File: src/rtl/stim_pkg.sv
`timescale 1ns/1ps
package stim_pkg;

    parameter int TW     = 16;   // timing register width, in ticks
    parameter int CW     = 12;   // pulse count width
    parameter int AW     = 8;    // amplitude code width
    parameter int ADDR_W = 3;

    localparam logic [CW-1:0] CNT_FOREVER = '1;

    localparam logic [ADDR_W-1:0] A_MODE   = 3'd1;
    localparam logic [ADDR_W-1:0] A_REST   = 3'd2;
    localparam logic [ADDR_W-1:0] A_COUNT  = 3'd3;
    localparam logic [ADDR_W-1:0] A_WANODE = 3'd4;
    localparam logic [ADDR_W-1:0] A_GAP    = 3'd5;
    localparam logic [ADDR_W-1:0] A_WCATH  = 3'd6;
    localparam logic [ADDR_W-1:0] A_DAC    = 3'd7;

    localparam int MODE_SYNC  = 0;
    localparam int MODE_ORDER = 1;
    localparam int MODE_RANGE = 2;
    localparam int DAC_ON_BIT = AW;

    typedef enum logic [1:0] {S_IDLE, S_ARM, S_RUN, S_DONE} seq_state_e;

    // Slots within one pulse, in time order.
    typedef enum logic [1:0] {
        P_LEAD  = 2'd0,
        P_GAP   = 2'd1,
        P_TRAIL = 2'd2,
        P_REST  = 2'd3
    } slot_e;

    localparam int SLOTS = 4;
    localparam int SCAN  = SLOTS + 1;   // steps needed to revisit every slot once

    typedef struct packed {
        logic          cath_first;
        logic [TW-1:0] w_anode;
        logic [TW-1:0] w_cath;
        logic [TW-1:0] gap;
        logic [TW-1:0] ipi;
        logic [CW-1:0] count;
    } stim_timing_t;

    typedef struct packed {
        logic          sync_wait;
        logic          range_hi;
        logic          dac_on;
        logic [AW-1:0] amp;
        stim_timing_t  tm;
    } stim_cfg_t;

    function automatic logic [TW-1:0] slot_len(stim_timing_t t, slot_e s);
        logic [TW-1:0] r;
        case (s)
            P_LEAD:  r = t.cath_first ? t.w_cath : t.w_anode;
            P_GAP:   r = t.gap;
            P_TRAIL: r = t.cath_first ? t.w_anode : t.w_cath;
            default: r = t.ipi;
        endcase
        return r;
    endfunction

    function automatic logic slot_is_anode(stim_timing_t t, slot_e s);
        return (s == P_LEAD && !t.cath_first) || (s == P_TRAIL && t.cath_first);
    endfunction

    function automatic logic slot_is_cathode(stim_timing_t t, slot_e s);
        return (s == P_LEAD && t.cath_first) || (s == P_TRAIL && !t.cath_first);
    endfunction

endpackage

File: src/rtl/stim_cfg_regs.sv
`timescale 1ns/1ps
module stim_cfg_regs
    import stim_pkg::*;
(
    input  logic              clk,
    input  logic              rst,
    input  logic              wr_en,
    input  logic [ADDR_W-1:0] wr_addr,
    input  logic [TW-1:0]     wr_data,
    input  logic              capture,
    output stim_cfg_t         act
);

    stim_cfg_t stg_q;
    stim_cfg_t act_q;

    always_ff @(posedge clk) begin
        if (rst) begin
            stg_q <= '0;
            act_q <= '0;
        end else begin
            if (capture) begin
                act_q <= stg_q;
            end
            if (wr_en) begin
                case (wr_addr)
                    A_MODE: begin
                        stg_q.sync_wait     <= wr_data[MODE_SYNC];
                        stg_q.tm.cath_first <= wr_data[MODE_ORDER];
                        stg_q.range_hi      <= wr_data[MODE_RANGE];
                    end
                    A_REST:   stg_q.tm.ipi     <= wr_data;
                    A_COUNT:  stg_q.tm.count   <= wr_data[CW-1:0];
                    A_WANODE: stg_q.tm.w_anode <= wr_data;
                    A_GAP:    stg_q.tm.gap     <= wr_data;
                    A_WCATH:  stg_q.tm.w_cath  <= wr_data;
                    A_DAC: begin
                        stg_q.dac_on <= wr_data[DAC_ON_BIT];
                        stg_q.amp    <= wr_data[AW-1:0];
                    end
                    default: ;
                endcase
            end
        end
    end

    assign act = act_q;

    // the armed copy only moves on a capture
    a_r9_armed_frozen: assert property (@(posedge clk) disable iff (rst)
        !capture |=> $stable(act_q));

endmodule

File: src/rtl/stim_advance.sv
`timescale 1ns/1ps
module stim_advance
    import stim_pkg::*;
(
    input  stim_timing_t  tm,
    input  slot_e         from_pos,
    input  logic [CW-1:0] from_np,
    output slot_e         to_pos,
    output logic [CW-1:0] to_np,
    output logic          finish
);

    logic          cont;
    slot_e         p_w;
    logic [CW-1:0] n_w;
    logic          hit_w;
    logic          fin_w;

    assign cont = (tm.count == CNT_FOREVER);

    // Walk forward from the slot just completed to the next slot of
    // nonzero length, counting pulse boundaries on the way.
    always_comb begin
        p_w   = from_pos;
        n_w   = from_np;
        hit_w = 1'b0;
        fin_w = 1'b0;
        for (int k = 0; k < SCAN; k++) begin
            if (!hit_w && !fin_w) begin
                if (p_w == P_REST) begin
                    n_w = n_w + 1'b1;
                    if (!cont && n_w == tm.count) begin
                        fin_w = 1'b1;
                    end else begin
                        p_w = P_LEAD;
                    end
                end else if (p_w == P_TRAIL && !cont && (n_w + 1'b1) == tm.count) begin
                    n_w   = n_w + 1'b1;
                    fin_w = 1'b1;
                end else begin
                    p_w = slot_e'(p_w + 2'd1);
                end
                if (!fin_w && slot_len(tm, p_w) != '0) begin
                    hit_w = 1'b1;
                end
            end
        end
        to_pos = p_w;
        to_np  = n_w;
        finish = fin_w | !hit_w;
    end

endmodule

File: src/rtl/stim_seq_fsm.sv
`timescale 1ns/1ps
module stim_seq_fsm
    import stim_pkg::*;
(
    input  logic         clk,
    input  logic         rst,
    input  logic         run_en,
    input  logic         tick,
    input  logic         gsync,
    input  logic         sync_wait,
    input  stim_timing_t tm,
    output logic         capture,
    output seq_state_e   st,
    output slot_e        pos
);

    seq_state_e    st_q;
    slot_e         pos_q;
    logic [TW-1:0] cnt_q;
    logic [CW-1:0] np_q;

    slot_e         from_pos;
    logic [CW-1:0] from_np;
    slot_e         adv_pos;
    logic [CW-1:0] adv_np;
    logic          adv_fin;
    logic          go;
    logic [TW-1:0] cur_len;

    // Arming behaves as if a rest slot just ended before pulse zero.
    assign from_pos = (st_q == S_RUN) ? pos_q : P_REST;
    assign from_np  = (st_q == S_RUN) ? np_q  : '1;

    stim_advance u_adv (
        .tm       (tm),
        .from_pos (from_pos),
        .from_np  (from_np),
        .to_pos   (adv_pos),
        .to_np    (adv_np),
        .finish   (adv_fin)
    );

    assign go      = tick && (!sync_wait || gsync);
    assign cur_len = slot_len(tm, pos_q);
    assign capture = (st_q == S_IDLE) && run_en;

    always_ff @(posedge clk) begin
        if (rst) begin
            st_q  <= S_IDLE;
            pos_q <= P_LEAD;
            cnt_q <= '0;
            np_q  <= '0;
        end else if (!run_en) begin
            st_q  <= S_IDLE;
            cnt_q <= '0;
        end else begin
            case (st_q)
                S_IDLE: st_q <= S_ARM;
                S_ARM: begin
                    if (go) begin
                        if (adv_fin) begin
                            st_q <= S_DONE;
                        end else begin
                            st_q  <= S_RUN;
                            pos_q <= adv_pos;
                            np_q  <= adv_np;
                            cnt_q <= '0;
                        end
                    end
                end
                S_RUN: begin
                    if (tick) begin
                        if (cnt_q == cur_len - 1'b1) begin
                            cnt_q <= '0;
                            if (adv_fin) begin
                                st_q <= S_DONE;
                            end else begin
                                pos_q <= adv_pos;
                                np_q  <= adv_np;
                            end
                        end else begin
                            cnt_q <= cnt_q + 1'b1;
                        end
                    end
                end
                default: ;
            endcase
        end
    end

    assign st  = st_q;
    assign pos = pos_q;

    // a dropped enable is honoured on the next clock
    a_r10_drop_to_idle: assert property (@(posedge clk) disable iff (rst)
        !run_en |=> st_q == S_IDLE);

    // an occupied slot always has nonzero length and the count stays inside it
    a_r7_slot_in_range: assert property (@(posedge clk) disable iff (rst)
        st_q == S_RUN |-> cnt_q < cur_len);

    // a finite train never works on a pulse index at or past its count
    a_r5_pulse_bound: assert property (@(posedge clk) disable iff (rst)
        (st_q == S_RUN && tm.count != CNT_FOREVER) |-> np_q < tm.count);

endmodule

File: src/rtl/stim_pulse_seq.sv
`timescale 1ns/1ps
module stim_pulse_seq
    import stim_pkg::*;
(
    input  logic              clk,
    input  logic              rst,
    input  logic              cfg_we,
    input  logic [ADDR_W-1:0] cfg_addr,
    input  logic [TW-1:0]     cfg_wdata,
    input  logic              run_en,
    input  logic              tick,
    input  logic              gsync,
    output logic              anode_en,
    output logic              cathode_en,
    output logic [AW-1:0]     amp_code,
    output logic              range_hi,
    output logic              busy,
    output logic              done
);

    stim_cfg_t  act;
    logic       capture;
    seq_state_e st;
    slot_e      pos;
    logic       in_run;

    stim_cfg_regs u_regs (
        .clk     (clk),
        .rst     (rst),
        .wr_en   (cfg_we),
        .wr_addr (cfg_addr),
        .wr_data (cfg_wdata),
        .capture (capture),
        .act     (act)
    );

    stim_seq_fsm u_fsm (
        .clk       (clk),
        .rst       (rst),
        .run_en    (run_en),
        .tick      (tick),
        .gsync     (gsync),
        .sync_wait (act.sync_wait),
        .tm        (act.tm),
        .capture   (capture),
        .st        (st),
        .pos       (pos)
    );

    assign in_run     = (st == S_RUN);
    assign anode_en   = in_run && slot_is_anode(act.tm, pos);
    assign cathode_en = in_run && slot_is_cathode(act.tm, pos);
    assign amp_code   = ((anode_en || cathode_en) && act.dac_on) ? act.amp : '0;
    assign range_hi   = act.range_hi;
    assign busy       = (st == S_ARM) || in_run;
    assign done       = (st == S_DONE);

    // the two drive enables are mutually exclusive
    a_r4_phase_exclusive: assert property (@(posedge clk) disable iff (rst)
        !(anode_en && cathode_en));

    // a finished train drives nothing and is no longer busy
    a_r5_done_quiet: assert property (@(posedge clk) disable iff (rst)
        done |-> (!anode_en && !cathode_en && amp_code == '0 && !busy));

endmodule

File: config.mk
export PLATFORM = sky130hd
export DESIGN_NAME = stim_pulse_seq
export DESIGN_NICKNAME = d
export VERILOG_FILES = /design/src/rtl/stim_pkg.sv /design/src/rtl/stim_cfg_regs.sv /design/src/rtl/stim_advance.sv /design/src/rtl/stim_seq_fsm.sv /design/src/rtl/stim_pulse_seq.sv
export SDC_FILE = /design/constraint.sdc
export NUM_CORES = 1
export LEC_CHECK = 0
export BUFFER_PORTS_ARGS = -buffer_cell sky130_fd_sc_hd__buf_4
export CORE_MARGIN = 10
export CORE_UTILIZATION = 40
export CTS_CLUSTER_SIZE = 25
export DETAILED_ROUTE_END_ITERATION = 10
export REMOVE_ABC_BUFFERS = 1
export SLEW_MARGIN = 20
export SYNTH_ARGS = -nofsm -noshare
export SYNTH_HDL_FRONTEND = slang
export SYNTH_SLANG_ARGS = --single-unit
File: constraint.sdc
create_clock -name clk -period 15.8 [get_ports clk]
set_input_delay 3.16 -clock clk [delete_from_list [all_inputs] [get_ports clk]]
set_output_delay 3.16 -clock clk [all_outputs]
set_load 0.02 [all_outputs]
Word-level counts from Yosys, hierarchy flattened
Cells that the tools add are included.
W data, S select, Z words.

storage, ports and cells
  bits in registers = 208
  output and inout port bits = 13
  logic and storage cells = 265

operators by class
  add/subtract/negate cells = 12
  equality and inequality tests = 43
  muxes and demuxes = 105
  bitwise logic cells = 2
  reduce and logical (&&, ||, !) cells = 79

operators by type and width
  cell                     number
  $pmux W16 S3             6
  $mux W12                 19
  $mux W16                 10
  $reduce_bool A16 Y1      5
  $mux W2                  32
  $add A12 B1 Y12 const B  5
  $eq A12 B12 Y1           5
  $eq A2 B2 Y1 const B     17
  $logic_and A1 B1 Y1      33
  $mux W1                  33
  $pmux W16 S2             1
  $pmux W12 S2             1
  $add A16 B1 Y16 const B  1
  $eq A16 B16 Y1           1
  $logic_not A1 Y1         16
  $sub A16 B1 Y16 const B  1
  $eq A2 B1 Y1 const B     7
  $logic_not A2 Y1         7
  $reduce_and A2 Y1        7
  $eq A12 B12 Y1 const B   1
  $eq A3 B3 Y1 const B     4
  $add A2 B1 Y2 const B    5
  $reduce_and A5 Y1        2
  $mux W8                  1
  13 further kinds         21

Logic depth before layout (Yosys ltp)
Gate-level depths: netlist of run 1.

  depth after elaboration = 58
  gate-level depth with buffers = 72
  gate-level depth less buffers = 57

Modules after synthesis
Synthesis of run 1 repeated with hierarchy kept, for this count alone.

second synthesis, totals
  cells, all modules = 1927
  area total of the unflattened synthesis = 16077.9 um^2

modules (own cells, without submodules)
  module          times used  cells each  area each (um^2)
  stim_cfg_regs   1           595         6597.6
  stim_advance    1           913         6175.9
  stim_seq_fsm    1           403         3185.6
  stim_pulse_seq  1           16          118.9

Worst setup path before layout of run 1
Ideal clock, no wire load.

  path type = register -> register
  from = reg u_fsm.st_q[0] (netlist: u_fsm.st[0])
  to = reg u_fsm.cnt_q[11]
  setup time = 0.138 ns
  arrival = 14.238 ns
  data required time = 15.662 ns
  slack = 1.423 ns
  cell stages (with the launch flop) = 72
  buffers on the path = 16
  clock period less this slack = 14.377 ns
  cells stage by stage = dfxtp_1 -> inv_1 -> ha_1 -> buf_4 -> buf_4 -> buf_6 -> clkbuf_1 -> buf_1 -> nand2b_1 -> ha_1 -> buf_2 -> buf_2 -> nand4b_1 -> a21oi_1 -> or3_1 -> a221oi_1 -> and4_4 -> nor2_2 -> [36 not listed] -> a21oi_2 -> buf_4 -> nor2_2 -> xnor2_1 -> ha_1 -> inv_1 -> a2111oi_4 -> and4_1 -> o22ai_1 -> or4_4 -> mux2_1 -> a311o_1 -> and3_1 -> buf_2 -> buf_2 -> buf_2 -> o31ai_1 -> a21oi_1

on the way
  word-level cells in the longest chain between the ends = 48
  elaborated cells between the ends (all ways) = 166
  classes of those cells = add/sub (10); eq/ne (29); mux (77); bitwise (1); reduce/logical (49)

RTL lines
  item                                                                      line                text
  start: declaration                                                        stim_seq_fsm.sv:17  seq_state_e st_q;
  start signal: assignment                                                  stim_seq_fsm.sv:49  st_q <= S_IDLE;
  start signal: assignment                                                  stim_seq_fsm.sv:54  st_q <= S_IDLE;
  start signal: assignment                                                  stim_seq_fsm.sv:58  S_IDLE: st_q <= S_ARM;
  parallel branches: the longest is 48 deep, another holds $add A12 B1 Y12  -
  end signal: assignment                                                    stim_seq_fsm.sv:82  cnt_q <= cnt_q + 1'b1;
  end: declaration                                                          stim_seq_fsm.sv:19  logic [TW-1:0] cnt_q;

Parallel ways; which one is timed is not known. The select of a mux whose other input is x is not followed.
A chain may end at the register's enable or synchronous reset.

Worst setup path in the final report of run 1
  from = reg u_fsm.st_q[0] (netlist: u_fsm.st[0])
  to = reg u_fsm.cnt_q[9]

Same word-level chain as after synthesis.

==> results of run 1 <==
==> state kept, by name, summed over array words and instances, names as in the netlist <==
register and count:
u_fsm.cnt_q 16, u_fsm.np_q 12, u_fsm.pos 2, u_fsm.st 2
u_regs.act 88, u_regs.stg_q 88
==> layer usage <==
metal	track usage, %	routed length, um	up-vias
met1	28.3	23600	7615
met2	33.2	23300	641
met4	7.43	1780	0
met3	1.98	3170	123
li1	-	-	7778
met5	0	0	-
==> Yosys cell counts, types with 15 or more instances <==
| master | count | share of area, % |
|---|---|---|
| dfxtp_1 | 208 | 27 |
| nor3_1 | 37 | 1.2 |
| and2_1 | 39 | 1.6 |
| xnor2_1 | 69 | 3.9 |
| ha_1 | 23 | 1.8 |
| and3_1 | 38 | 1.5 |
| nand2_1 | 475 | 11 |
| nor4_1 | 27 | 1.1 |
| a21oi_1 | 265 | 8.5 |
| nand4_1 | 26 | 1.0 |
| inv_1 | 48 | 1.1 |
| mux2i_1 | 50 | 3.2 |
| o31ai_1 | 15 | 0.72 |
| buf_2 | 21 | 0.67 |
| clkbuf_1 | 97 | 2.3 |
| or3_1 | 25 | 1.0 |
| nand2b_1 | 24 | 0.96 |
| o21ai_0 | 71 | 2.3 |
| a211oi_1 | 39 | 1.9 |
| nand3_1 | 71 | 2.3 |
| o211ai_1 | 22 | 1.1 |
| nor2_1 | 101 | 2.4 |
| a31oi_1 | 23 | 0.92 |
| xor2_1 | 31 | 1.7 |
==> stage by stage <==
| step | utilization [%] | hold slack [ns] | setup slack (ns) | cell area [um2] |
|---|---|---|---|---|
| 2_1_floorplan | - | 0.425 | 0.824 | 15000 |
| 3_3_place_gp | 42.0 | 0.435 | 0.488 | 16300 |
| 3_5_place_dp | 42.0 | 0.443 | 0.137 | 16300 |
| 4_1_cts | 44.0 | 0.437 | 0.0682 | 17000 |
| 5_1_grt | 44.2 | 0.464 | 0.0509 | 17100 |
| 6_report | 44.2 | 0.439 | 0.969 | 17100 |
==> cell families (layout without fill, tap and decap cells) <==
logic type               after synthesis  after routing  synth area share (%)
AO/OA/AOI/OAI                        623            623                  26.1
XOR/XNOR                             107            107                  6.60
adder cells (fa/ha/maj)               23             23                  1.84
buffers and inverters                194            169                  5.21
flip-flops                           208            208                  26.6
multiplexers                          61             61                  4.00
AND/OR/NAND/NOR                      960            960                  29.7
==> final timing paths <==
path | endpoint
worst min register to register | u_regs.act[19]
worst max-delay path | u_fsm.cnt_q[9]
worst max register to register | u_fsm.cnt_q[9]
worst min-delay path | u_regs.act[19]
==> worst reg2reg max path, delay by kind of cell, from the launching register on <==
family	cells	cell delay [ns]
compound gates	20	5.06
simple gates	16	4.82
fa+ha+maj	6	1.80
buf+inv	9	1.55
xor+xnor	3	0.72
mux	2	0.47
flops	1	0.33
==> area by class of cell <==
type	count	area share, %
clock buffer	31	3.77
clock inverter	11	0.818
inverter	51	1.14
multi-input combinational	1774	62.8
sequential	208	24.3
tap	518	3.79
timing repair buffer	76	3.38
==> timing repair <==
| action | 4_1_cts | 5_1_grt |
|---|---|---|
| resized for setup | 0 | 12 |
| hold endpoints to repair | 0 | 0 |
| setup endpoints to repair | 0 | 32 |
| buffers inserted | 0 | 2 |
==> metrics.cfg, run 1 <==
[status]
outcome=completed

[layout]
regArea_um2=4160
layout_common_cells=nand2_1 (474), a21oi_1 (265), dfxtp_1 (208)
layout.nets=2182
area_growth_pct=9.27
nFillCells=4027
antennaDiodeCount=0
final_cell_count_no_fill=2669
final_common_cell=nand2_1
layout-drive-gt1-share_pct=9.02
multiInputGateArea_um2=10800

[timing]
finalHoldViolCount=0
clock-skew-final_ns=0.0240
fin_crit_sh_pct=93.9
min_period_ns=14.83
tightest_slew_ns=1.10
rsz0062_at_grt=no
finalSetupTns_ns=0
fmax_ghz=0.0674
slew_headroom_pct=26.4
finalSetupViolations=0
finalMaxSlewViolations=0

[worst_setup_path]
crit_required_ns=16.24
crit_path_start=u_fsm.st[0]
rrSetupSlack_ns=0.97
cp_num_buf_inv=9
crit_slowest_cell=or4_4
start_kind=flip-flop
path_depth=56
path_max_fanout=43
cp_top_family=compound AO/OA/AOI/OAI gates
critPathArrivalTime_ns=15.27
endpoint_kind=flip-flop
reg2reg_depth=56
critPathKind=flip-flop to flip-flop
r2r_start=u_fsm.st[0]
cp_slowest_stage_delay_ns=0.56

[logic_synthesis]
avgSynthCellArea_um2=7.20
ys_async_sr_fraction_pct=0
ys.flop_type=dfxtp_1
syn_area_um2=15700
ys_seq_area_share_pct=26.6
ys_ff_latch=208
synth-edff-count=0
synth_cell_type_count=108
syn_inst=2176
synth_warnings=0

[run]
drv_cap=0

[detailed_routing]
vias_per_cell=6.05
firstDrtPassIters=6
vias=16200
wl_per_cell_um=19.4
drtAntennaViolNets=0
wl_mm=51.9
drtIter0Drc=1474
drcViolationCount=0

[worst_hold_path]
worstHoldPathType=flip-flop to flip-flop
min_path_cells=2
hold_start=u_regs.stg_q[19]

[floorplanning]
core_um2=38700
dieArea_um2=47500
die_y_um=218
die_w_um=218
rows=72
ios=38
start_util_pct=40.5

[placement]
gp_congestion=1.01
dp_hpwl_mm=38.0
dp_cells=2625
io_buffers=37

[clock_network]
cts_buffer_depth=3
numCtsBuffers=23
clkTransAtPathRegs_ns=0.06
ctsRootBufferMaster=clkbuf_16
cts_tree=built
clkLatencyLatePin_ns=0.51
clock-sinks=208
htreeDepth=1
cts_hold_buf=0

[global_routing]
grt_pass1_wl_mm=81.6
grt_overflow=0
grtUsageTotal_pct=20.7
grt_pass1_vias=14800
antenna_found_initial=1
grt_max_degree=114

Power of run 1 is not shown: default switching activity piles up to over one toggle a cycle in this logic, so the estimate is an artifact.
==> inputs of run 2 (changes only) <==
--- a/config.mk
+++ b/config.mk
@@ -6,8 +6,10 @@
 export NUM_CORES = 1
 export LEC_CHECK = 0
 export BUFFER_PORTS_ARGS = -buffer_cell sky130_fd_sc_hd__buf_4
+export CORE_ASPECT_RATIO = 2
 export CORE_MARGIN = 10
 export CORE_UTILIZATION = 40
+export CTS_CLUSTER_DIAMETER = 60
 export CTS_CLUSTER_SIZE = 25
 export DETAILED_ROUTE_END_ITERATION = 10
 export REMOVE_ABC_BUFFERS = 1
==> metrics.cfg, run 2 (synthesis gave the netlist of run 1 again) <==
[status]
outcome=completed

[layout]
layout.nets=2190  ; +0.37%
area_growth_pct=7.51
antennaDiodeCount=0  ; unchanged
layout-drive-gt1-share_pct=8.86  ; -0.16 points
layout_common_cells=nand2_1 (474), a21oi_1 (263), dfxtp_1 (208)
final_common_cell=nand2_1
final_cell_count_no_fill=2664  ; -0.19%

[worst_hold_path]
worstHoldPathType=flip-flop to flip-flop

[timing]
fin_crit_sh_pct=94.6  ; +0.72 points
tightest_slew_ns=1.14  ; +0.0383 ns
rsz0062_at_grt=no
finalSetupViolations=0  ; unchanged
clock-skew-final_ns=0.0204  ; -0.00364 ns
fmax_ghz=0.0669  ; -0.76%
finalMaxSlewViolations=0  ; unchanged
finalSetupTns_ns=0  ; unchanged
finalHoldViolCount=0  ; unchanged
slew_headroom_pct=24.0  ; -2.4 points
min_period_ns=14.94  ; +0.113 ns

[worst_setup_path]
crit_required_ns=16.22  ; -0.02 ns
cp_slowest_stage_delay_ns=0.57  ; about the same
start_kind=flip-flop
crit_slowest_cell=or4_4
endpoint_kind=flip-flop
critPathArrivalTime_ns=15.36  ; +0.09 ns
path_max_fanout=37  ; -14%
critPathKind=flip-flop to flip-flop

[floorplanning]
start_util_pct=40.5  ; +0.071 points
rows=102  ; +42%
dieArea_um2=48000  ; +1.0%
die_w_um=160  ; -27%
core_um2=38700  ; -0.17%
die_y_um=300  ; +38%
ios=38  ; unchanged

[placement]
gp_congestion=1.00  ; -0.15%
dp_hpwl_mm=47.8  ; +26%
io_buffers=37  ; unchanged
dp_cells=2648  ; +0.88%

[clock_network]
cts_tree=built
numCtsBuffers=12  ; -48%
cts_buffer_depth=3  ; unchanged
ctsRootBufferMaster=clkbuf_16
clkTransAtPathRegs_ns=0.10  ; +0.04 ns
htreeDepth=1  ; unchanged
clock-sinks=208  ; unchanged
clkLatencyLatePin_ns=0.50  ; about the same

[global_routing]
grt_pass1_wl_mm=92.3  ; +13%
grt_max_degree=89  ; -22%
grtUsageTotal_pct=24.4  ; +3.7 points
grt_pass1_vias=15600  ; +5.4%
grt_overflow=0  ; unchanged
antenna_found_initial=0  ; -1

[detailed_routing]
wl_met1_mm=20.1  ; -15%
firstDrtPassIters=5  ; -1
routed.top_layer=met4
routed-wl-met2_mm=33.7  ; +45%
wl_per_cell_um=23.0  ; +19%
wl_met3_mm=2.21  ; -30%
drcViolationCount=0  ; unchanged
drtAntennaViolNets=0  ; unchanged
vias=16200  ; +0.53%
drtIter0Drc=1111  ; -25%
vias_per_cell=6.10  ; +0.71%
wl_mm=61.4  ; +18%

[run]
drv_cap=0  ; unchanged

[run 2: cell count changes in the layout (fill, tap and decap cells not counted), moves of 3 or more]
cell | previous run | this run
clkbuf_16 | 23 | 13
buf_4 | 74 | 94
clkbuf_8 | 4 | 1
clkinv_2 | 5 | 0
clkbuf_1 | 4 | 0
[run 2: routing by layer]
layer / vias up / GRT usage [%]
met3: 214 / 2.30
met5: - / 0
met4: 0 / 18.8
li1: 7775 / -
met2: 552 / 48.1
met1: 7701 / 22.0
[run 2: final timing paths]
kind	start	end	slack, ns	depth (start not counted)
worst min register to register	u_regs.stg_q[30]	u_regs.act[30]	0.44	2
worst max-delay path	u_fsm.st[0]	u_fsm.cnt_q[10]	0.86	55
worst max register to register	u_fsm.st[0]	u_fsm.cnt_q[10]	0.86	55
worst min-delay path	u_regs.stg_q[30]	u_regs.act[30]	0.44	2
[run 2: repair_timing]
action,in CTS,in global routing
setup buffers,0,0
hold endpoints to repair,0,0
resized for setup,0,10
endpoints found under the setup margin,0,32
hold buffers,0,0
[run 2: metrics by stage]
step / util [%] / setup WS, ns / area, um2 / hold slack (ns)
after global placement: 42.5 / 0.848 / 16400 / 0.436
final: 43.6 / 0.856 / 16800 / 0.442
after CTS: 43.5 / 0.211 / 16800 / 0.439
after global routing: 43.6 / 0.0645 / 16800 / 0.463
after detailed placement: 42.5 / 0.328 / 16400 / 0.442
after floorplan: - / 0.824 / 15000 / 0.425
[run 2: area by class of cell]
type,instances,area (um2)
Clock inverter,2,46.3
Tap cell,520,651
Timing Repair Buffer,95,717
Sequential cell,208,4160
Clock buffer,14,339
Inverter,51,191
Multi-Input combinational cell,1774,10700
Fill cell,4094,21800
[run 2: worst max-delay path, delay by kind of cell, from the launching register on]
| kind | cells | cell delay (ns) |
|---|---|---|
| compound gates | 20 | 4.59 |
| xor+xnor | 2 | 0.45 |
| fa+ha+maj | 5 | 1.64 |
| buf+inv | 8 | 1.47 |
| flops | 1 | 0.34 |
| mux | 2 | 0.64 |
| simple gates | 18 | 5.65 |
Power of run 2 is left out for the same reason.
==> inputs of run 3 (changes only) <==
--- a/config.mk
+++ b/config.mk
@@ -9,9 +9,12 @@
 export CORE_ASPECT_RATIO = 2
 export CORE_MARGIN = 10
 export CORE_UTILIZATION = 40
+export CTS_BUF_LIST = sky130_fd_sc_hd__clkbuf_4
 export CTS_CLUSTER_DIAMETER = 60
 export CTS_CLUSTER_SIZE = 25
 export DETAILED_ROUTE_END_ITERATION = 10
+export HOLD_SLACK_MARGIN = 0.05
+export MAX_ROUTING_LAYER = met4
 export REMOVE_ABC_BUFFERS = 1
 export SLEW_MARGIN = 20
 export SYNTH_ARGS = -nofsm -noshare
==> metrics.cfg, run 3 (synthesis gave the netlist of run 1 again) <==
[layout]
finish.instance_area_um2=16600  ; -1.3%
layout.nets=2195  ; +0.23%
layout_common_cells=nand2_1 (474), a21oi_1 (264), dfxtp_1 (208)
area_growth_pct=6.09
layout-drive-gt1-share_pct=8.85  ; -0.012 points
fin_util_pct=43.0  ; -0.58 points
final_common_cell=nand2_1
final_cell_count_no_fill=2668  ; +0.15%

[detailed_routing]
routed-wl-met2_mm=33.4  ; -0.90%
wl_met1_mm=19.9  ; -1.2%
wl_mm=61.8  ; +0.67%
firstDrtPassIters=5  ; unchanged
wl_per_cell_um=23.2  ; +0.52%
drcViolationCount=0  ; unchanged
vias=16300  ; +0.54%
wl_met3_mm=2.29  ; +3.7%
drtAntennaViolNets=0  ; unchanged
vias_per_cell=6.12  ; +0.38%
routed.top_layer=met4
drtIter0Drc=978  ; -12%

[clock_network]
cts_buffer_depth=3  ; unchanged
cts_hold_buf=0  ; unchanged
clkLatencyLatePin_ns=0.71  ; +0.21 ns
clkTransAtPathRegs_ns=0.27  ; +0.17 ns
clock-sinks=208  ; unchanged
numCtsBuffers=12  ; unchanged
post_cts_buffers=0  ; unchanged
ctsRootBufferMaster=clkbuf_4
cts_tree=built
htreeDepth=1  ; unchanged

[timing]
finalSetupTns_ns=0  ; unchanged
finalMaxSlewViolations=0  ; unchanged
rsz0062_at_grt=no
clock-skew-final_ns=0.0681  ; +0.0477 ns
finalSetupViolations=0  ; unchanged
finalHoldViolCount=0  ; unchanged
min_period_ns=14.64  ; -0.300 ns
fmax_ghz=0.0683  ; +2.0%
fin_crit_sh_pct=92.7  ; -1.9 points
slew_headroom_pct=28.7  ; +4.7 points
tightest_slew_ns=1.05  ; -0.0879 ns

[worst_hold_path]
worstHoldPathType=flip-flop to flip-flop

[floorplanning]
ios=38  ; unchanged
dieArea_um2=48000  ; unchanged
core_um2=38700  ; unchanged
rows=102  ; unchanged
die_y_um=300  ; unchanged
start_util_pct=40.5  ; unchanged
die_w_um=160  ; unchanged

[worst_setup_path]
path_max_fanout=25  ; -32%
crit_slowest_cell=or4_4
cp_top_family=compound AO/OA/AOI/OAI gates
cp_common_cell=inv_1
critPathArrivalTime_ns=15.28  ; -0.08 ns
endpoint_kind=flip-flop
cp_slowest_stage_delay_ns=0.58  ; about the same
start_kind=flip-flop
cp_num_buf_inv=8  ; unchanged
critPathKind=flip-flop to flip-flop
crit_required_ns=16.43  ; +0.21 ns

[placement]
io_buffers=37  ; unchanged
place_area_um2=16500  ; +0.18%
dp_hpwl_mm=48.2  ; +0.71%
gp_congestion=1.01  ; +0.71%
dp_cells=2652  ; +0.15%

[global_routing]
grt_pass1_vias=16200  ; +3.7%
antenna_found_initial=1  ; +1
grt_overflow=0  ; unchanged
grtUsageTotal_pct=25.5  ; +1.1 points
grt_pass1_wl_mm=94.2  ; +2.1%
grt_max_degree=89  ; unchanged

[status]
outcome=completed

[run]
drv_cap=0  ; unchanged

## run 3: final timing paths
check        slack [ns]             start              to  cells past startpoint
max reg2reg        1.16       u_fsm.st[0]  u_fsm.cnt_q[9]                     55
min reg2reg        0.40  u_regs.stg_q[65]  u_regs.act[65]                      2
min                0.40  u_regs.stg_q[65]  u_regs.act[65]                      2
max                1.16       u_fsm.st[0]  u_fsm.cnt_q[9]                     55
## run 3: per-stage QoR
step           worst slack [ns]  hold WS (ns)
3_3_place_gp              0.966         0.435
3_5_place_dp              0.514         0.443
4_1_cts                   0.382         0.406
6_report                   1.16         0.398
2_1_floorplan             0.824         0.425
5_1_grt                   0.159         0.407
## run 3: cell type report
cell class | instances | area (um2)
Inverter | 51 | 191
Clock inverter | 2 | 50.0
Fill cell | 4098 | 22000
Tap cell | 520 | 651
Clock buffer | 12 | 90.1
Antenna cell | 1 | 2.50
Timing Repair Buffer | 100 | 754
Multi-Input combinational cell | 1774 | 10700
Sequential cell | 208 | 4160
## run 3: repair_timing
action,CTS,global route
endpoints found under the hold margin,0,0
gates resized for setup,0,4
setup endpoints to repair,0,24
## run 3: layer usage
metal	up-vias	track usage [%]
met5	-	-
li1	7769	-
met2	539	48.0
met4	0	22.2
met3	271	2.61
met1	7750	21.8
## run 3: tightest hold or removal path, stage by stage, from the launching register on
cell and delay (ns):
dfxtp_1 0.35, nand2_1 0.05, a21oi_1 0.05
Power of run 3 is left out for the same reason.
